===== src/rtl/vm_pkg.sv =====
package vm_pkg;
  // Width of the inter-column carry bus. It must hold the total of one
  // column: up to N partial products plus the carry coming from below.
  function automatic int vm_carry_w(input int n);
    return $clog2(n) + 2;
  endfunction
endpackage


===== src/rtl/vm_pp_gen.sv =====
module vm_pp_gen #(
  parameter int N = 8
) (
  input  logic [N-1:0] a_op,
  input  logic [N-1:0] b_op,
  output logic [N-1:0] col_pp [2*N-1]
);
  localparam int NCOL = 2*N - 1;

  // Slot i of column k holds a[i] & b[k-i], or zero where k-i is out of range.
  for (genvar k = 0; k < NCOL; k++) begin : g_col
    for (genvar i = 0; i < N; i++) begin : g_bit
      if ((k - i >= 0) && (k - i < N)) begin : g_and
        assign col_pp[k][i] = a_op[i] & b_op[k-i];
      end else begin : g_zero
        assign col_pp[k][i] = 1'b0;
      end
    end
  end
endmodule


===== src/rtl/vm_col_adder.sv =====
module vm_col_adder #(
  parameter int N  = 8,
  parameter int CW = 5
) (
  input  logic [N-1:0]  pp,
  input  logic [CW-1:0] cin,
  output logic          sum_bit,
  output logic [CW-1:0] cout
);
  logic [CW-1:0] total;

  always_comb begin
    total = cin;
    for (int i = 0; i < N; i++) begin
      total = total + CW'(pp[i]);
    end
    sum_bit = total[0];
    cout    = {1'b0, total[CW-1:1]};
  end
endmodule


===== src/rtl/vm_col_chain.sv =====
module vm_col_chain #(
  parameter int N  = 8,
  parameter int CW = 5
) (
  input  logic [N-1:0]   col_pp [2*N-1],
  output logic [2*N-2:0] low_bits,
  output logic [CW-1:0]  final_carry
);
  localparam int NCOL = 2*N - 1;

  logic [CW-1:0] carry [NCOL+1];

  assign carry[0] = '0;

  for (genvar k = 0; k < NCOL; k++) begin : g_stage
    vm_col_adder #(.N(N), .CW(CW)) u_col (
      .pp      (col_pp[k]),
      .cin     (carry[k]),
      .sum_bit (low_bits[k]),
      .cout    (carry[k+1])
    );
  end

  assign final_carry = carry[NCOL];
endmodule


===== src/rtl/vedic_col_mult.sv =====
module vedic_col_mult #(
  parameter int N = 8
) (
  input  logic           clk,
  input  logic           rst,
  input  logic           in_valid,
  input  logic [N-1:0]   a_in,
  input  logic [N-1:0]   b_in,
  output logic [2*N-1:0] prod_out,
  output logic           out_valid
);
  localparam int PW   = 2*N;
  localparam int NCOL = 2*N - 1;
  localparam int CW   = vm_pkg::vm_carry_w(N);

  logic [N-1:0]    col_pp [NCOL];
  logic [PW-2:0]   low_bits;
  logic [CW-1:0]   final_carry;
  logic [PW-1:0]   comb_prod;
  logic [CW-2:0]   top_spill;

  vm_pp_gen #(.N(N)) u_pp (
    .a_op   (a_in),
    .b_op   (b_in),
    .col_pp (col_pp)
  );

  vm_col_chain #(.N(N), .CW(CW)) u_chain (
    .col_pp      (col_pp),
    .low_bits    (low_bits),
    .final_carry (final_carry)
  );

  assign comb_prod = {final_carry[0], low_bits};
  assign top_spill = final_carry[CW-1:1];

  always_ff @(posedge clk) begin
    if (rst) begin
      prod_out  <= '0;
      out_valid <= 1'b0;
    end else begin
      out_valid <= in_valid;
      if (in_valid) begin
        prod_out <= comb_prod;
      end
    end
  end
endmodule


===== config.mk =====
export PLATFORM = sky130hd
export DESIGN_NAME = vedic_col_mult
export DESIGN_NICKNAME = d
export VERILOG_FILES = /design/src/rtl/vm_pkg.sv /design/src/rtl/vm_pp_gen.sv /design/src/rtl/vm_col_adder.sv /design/src/rtl/vm_col_chain.sv /design/src/rtl/vedic_col_mult.sv
export SDC_FILE = /design/constraint.sdc
export NUM_CORES = 1
export LEC_CHECK = 0
export CAP_MARGIN = 10
export CORE_ASPECT_RATIO = 2
export CORE_MARGIN = 2
export CORE_UTILIZATION = 49
export DETAILED_ROUTE_END_ITERATION = 16
export DONT_BUFFER_PORTS = 1
export RECOVER_POWER = 100
export SYNTH_ARGS = -nofsm -noshare
export SYNTH_HDL_FRONTEND = slang
export SYNTH_SLANG_ARGS = --single-unit
export TNS_END_PERCENT = 1

===== constraint.sdc =====
create_clock -name clk -period 38.5 [get_ports clk]
set_input_delay 3.85 -clock clk [delete_from_list [all_inputs] [get_ports clk]]
set_output_delay 3.85 -clock clk [all_outputs]
set_load 0.1 [all_outputs]

==> results.cfg, run 1 <==
[floorplanning]
row_count = 37
die_y_um = 107
ios = 36
die-area_um2 = 5900
die_w_um = 55.3
start_util_pct = 50.7
core_um2 = 5090

[route]
drt.antenna.violating_nets = 0
vias_per_cell = 5.51
wl_per_cell_um = 15.4
dr.pass1.iters = 4
num_vias = 1818
drtIter0Drc = 57
drt-total-wl_um = 5070
drc_errors = 0

[synth]
synth_cell_types = 26
synth.cell_area_um2 = 2580
yosys_warnings = 0
ys_seq_elements = 17
syn_avg_cell_area_um2 = 9.45
syn_inst = 273
syn_nets = 369
ys_seq_area_share_pct = 13.2

[timing]
rsz0062_at_grt = false
hold_viol_final = 0
finalSetupViolations = 0
slew_viol_final = 0
clock_skew_ns = 0
fmax_mhz = 51.1
finalCritPeriodShare_pct = 50.8
period_minus_slack_ns = 19.56
setup_tns_ns = 0
max_slew.worst_pin.slew_ns = 0.997
max_slew_margin_pct = 33.5

[worst_hold_path]
hold_depth = 2
hp-class = flip-flop to flip-flop
hold-path-endpoint = prod_out[3]
hp-start = prod_out[3]

[grt]
grt_max_degree = 25
grt_pass1_vias = 1970
grt_pass1_wl_um = 8930
overflow = 0
antenna_found_initial = 0
grt_use_total_pct = 19.2

[worst_setup_path]
worstReg2RegEnd = prod_out[15]
arrival_ns = 19.73
worst_path_most_repeated_cell = fa_1
crit_path_end_kind = flip-flop
path_class = input pin to flip-flop
worst-r2r-setup-slack_ns = 37.13
critPathMaxStageDelay_ns = 0.58
reg2regPathDepth = 2
crit_fanout = 8
reg2reg_from = prod_out[15]
cp-start-kind = input pin
cp.required_ns = 38.67
cpMaxStageDelayCell = fa_1

[clock_network]
clk_latency_ns = 0.25
postCtsSetupBuffers = 0
cts_resized = 0
cts_tree = done
numCtsBuffers = 3
hold_buffers = 0
cts_buffer_depth = 2
clk_pin_slew_ns = 0.06
cts_num_sinks = 17
cts_max_level = 1
cts.root.buffer_cell = clkbuf_8

[run_status]
status = completed

[layout]
antenna_cells = 0
stdcell_count = 330
layout-drive-gt1-share_pct = 2.57
final_common_cell = ha_1
syn2layout_area_growth_pct = 3.88
nets = 369
mostFrequentLayoutCells = 40 x ha_1, 39 x nand2_1, 37 x fa_1

[placed_design]
dp_cells = 326
io_buffers = 0
hpwl_um = 4300
place.gp.congestion = 0.817

[flow_run]
maxCapViolCount = 0
sequential cells by signal, indices dropped and copies added, names as in the netlist:
| name | count |
|---|---|
| prod_out | 16 |
| out_valid | 1 |
kinds of logic after synthesis:
group | after synthesis | synth area share (%)
mux | 9 | 3.49
buf+inv | 31 | 4.51
compound gates | 31 | 7.95
fa+ha+maj | 77 | 48.1
xor+xnor | 16 | 5.43
simple gates | 92 | 17.3
flops | 17 | 13.2
layer usage:
metal  GRT usage (%)  routed length [um]  vias to the layer above
met4            6.27                  74                        0
met1            20.8                1980                      888
met5               0                   0                        -
li1                -                   -                      887
met3            2.65                 215                        5
met2            37.2                2800                       38
worst max-delay path: cells and delay by family:
kind            cells  cell delay (ns)
compound gates      1             0.24
xor+xnor            3             0.46
fa+ha+maj          36            14.04
buf+inv            10             0.70
simple gates        2             0.43
cell usage after synthesis:
library cell / count / area share (%)
fa_1: 37 / 29
a211oi_1: 5 / 1.5
a211o_1: 1 / 0.34
nor2b_1: 3 / 0.73
and3_4: 1 / 0.44
buf_1: 1 / 0.15
and2_1: 26 / 6.3
nor2_1: 16 / 2.3
nand3_1: 2 / 0.39
inv_1: 26 / 3.8
nand2_1: 39 / 5.7
a311oi_1: 1 / 0.34
a21oi_1: 12 / 2.3
or3_1: 1 / 0.24
mux2i_1: 9 / 3.5
ha_1: 40 / 19
o21ai_0: 1 / 0.19
xor2_1: 9 / 3.1
clkbuf_1: 4 / 0.58
a21oi_2: 2 / 0.68
dfxtp_1: 17 / 13
nand2b_1: 1 / 0.24
nand3b_1: 1 / 0.29
xnor2_1: 7 / 2.4
nand4b_1: 2 / 0.68
a21o_1: 9 / 2.6
final cells by class:
class | instances | area (um^2)
clock inverter | 1 | 5.00
clock buffer | 3 | 41.3
inverter | 26 | 97.6
fill | 507 | 2410
tap | 58 | 72.6
multi-input combinational | 225 | 2120
sequential | 17 | 340
how the worst max path moves through the flow:
stage | slack (ns) | end | from
after floorplan | 19.25 | prod_out[15] | b_in[1]
after global placement | 18.74 | prod_out[15] | b_in[1]
after detailed placement | 18.59 | prod_out[15] | b_in[1]
after CTS | 18.83 | prod_out[15] | b_in[1]
after global routing | 18.38 | prod_out[15] | b_in[1]
final | 18.94 | prod_out[15] | b_in[1]
stage by stage:
step | hold slack, ns | worst slack [ns] | area [um^2] | util (%)
floorplan | 0.914 | 19.25 | 2580 | -
global placement | 0.925 | 18.74 | 2630 | 51.7
detailed placement | 0.933 | 18.59 | 2630 | 51.7
CTS | 0.941 | 18.83 | 2680 | 52.6
global route | 0.973 | 18.38 | 2680 | 52.6
finish | 0.938 | 18.94 | 2680 | 52.6
Power of run 1 is not shown: default switching activity piles up to over one toggle a cycle in this logic, so the estimate is an artifact.
==> inputs of run 2 (changes only) <==
- PLACE_DENSITY: not set -> 0.66
- clock period: 38.5 -> 16.6 ns (I/O delays scaled with it)
==> run 2 against run 1 <==
Against the previous run: setup slack worse by 19 ns; global-route usage about the same; cell count rose by 4.5%; via count up 5.0%; critical endpoint unchanged.
==> results.cfg, run 2 (synthesized netlist as in run 1, its figures left out) <==
[floorplanning]
ios = 36
row_count = 37
core_um2 = 5090
die_y_um = 107
die-area_um2 = 5900
start_util_pct = 50.7
die_w_um = 55.3

[layout]
syn2layout_area_growth_pct = 13.4
regArea_um2 = 340
mostFrequentLayoutCells = 39 x nand2_1, 29 x fa_1, 28 x ha_1
layout-drive-gt1-share_pct = 18.5
multi_input_area_um2 = 2260
nFillCells = 452
antenna_cells = 0
stdcell_count = 345
final_common_cell = nand2_1
largest_register = prod_out
largest_register_ff_count = 16
nets = 384
reg_top3 = prod_out x16, out_valid x1

[route]
vias_per_cell = 5.53
drc_errors = 0
drtIter0Drc = 55
dr.pass1.iters = 4
drt.antenna.violating_nets = 0
drt-total-wl_um = 5250
num_vias = 1909
wl_per_cell_um = 15.2

[clock_network]
clk_latency_ns = 0.26
cts_max_level = 1
cts_tree = done
numCtsBuffers = 3
cts_num_sinks = 17
cts.root.buffer_cell = clkbuf_8
hold_buffers = 0
clk_pin_slew_ns = 0.07
cts_buffer_depth = 2

[worst_setup_path]
crit_fanout = 8
reg2reg_from = prod_out[9]
reg2regPathDepth = 2
path_class = input pin to flip-flop
worst-r2r-setup-slack_ns = 15.22
cp-start-kind = input pin
critPathMaxStageDelay_ns = 0.54
cp.required_ns = 16.77
worst_path_most_repeated_cell = fa_1
worstReg2RegEnd = prod_out[9]
cp-endpoint = prod_out[15]
crit_path_start = a_in[1]
cpMaxStageDelayCell = fa_2
arrival_ns = 16.43
crit_path_end_kind = flip-flop

[flow_run]
maxCapViolCount = 0

[grt]
overflow = 0
grt_pass1_wl_um = 9040
antenna_found_initial = 0
grt_max_degree = 25
grt_pass1_vias = 2124
grt_use_total_pct = 19.2

[timing]
setup_tns_ns = 0
max_slew.worst_pin.slew_ns = 0.998
fmax_mhz = 61.5
hold_viol_final = 0
clock_skew_ns = 0
finalSetupViolations = 0
slew_viol_final = 0
finalCritPeriodShare_pct = 97.9
max_slew_margin_pct = 33.3
period_minus_slack_ns = 16.25
rsz0062_at_grt = true

[placed_design]
place.gp.congestion = 0.820
hpwl_um = 4260
dp_cells = 332
io_buffers = 0

[run_status]
status = completed

[worst_hold_path]
hp-class = flip-flop to flip-flop
run 2: final cells by class:
cell class | count | share of cell area, %
clock buffers | 3 | 1.41
well taps | 58 | 2.48
repair buffers | 15 | 3.85
clock inverters | 1 | 0.171
inverters | 26 | 3.34
multi-input cells | 225 | 77.1
flip-flops and latches | 17 | 11.6
run 2: repair_timing:
action,CTS,global route
buffers inserted,3,6
hold endpoints to repair,0,0
setup endpoints to repair,1,2
gates resized for setup,12,11
pin swaps,29,27
run 2: through the flow:
step	setup WS [ns]	instance area, um^2	hold WS [ns]	utilization, %
detailed placement	-0.545	2710	0.925	53.2
CTS	-0.169	2830	0.938	55.6
global placement	-0.401	2710	0.923	53.2
finish	0.348	2930	0.934	57.4
floorplan	0.000744	2610	0.914	-
global route	-0.0592	2930	0.963	57.4
run 2: critical path, delay by kind of cell:
family	cells	cell delay (ns)
fa+ha+maj	36	13.25
buf+inv	10	0.55
simple gates	2	0.44
xor+xnor	2	0.26
compound gates	1	0.24
run 2: worst min path at each step:
stage                startpoint     endpoint  slack (ns)  depth (start not counted)
floorplan           prod_out[0]  prod_out[0]        0.91                          2
global placement    prod_out[0]  prod_out[0]        0.92                          2
detailed placement  prod_out[0]  prod_out[0]        0.93                          2
CTS                 prod_out[0]  prod_out[0]        0.94                          2
global route        prod_out[0]  prod_out[0]        0.96                          2
finish              prod_out[0]  prod_out[0]        0.93                          2
run 2: per-layer routing:
layer  part of all wire [%]  global-route usage [%]
met3                    4.8                    2.65
met4                    3.0                    9.58
met1                     35                    19.3
met5                      0                       0
met2                     57                    37.2
Power of run 2 is left out for the same reason.
==> inputs of run 3 (changes only) <==
- CAP_MARGIN: 10 -> not set
- CTS_BUF_LIST: not set -> sky130_fd_sc_hd__clkbuf_4 sky130_fd_sc_hd__clkbuf_8
==> results of run 3 <==
The final DEF is identical to that of run 2; final timing and power are the same.
Power of run 3 is left out for the same reason.
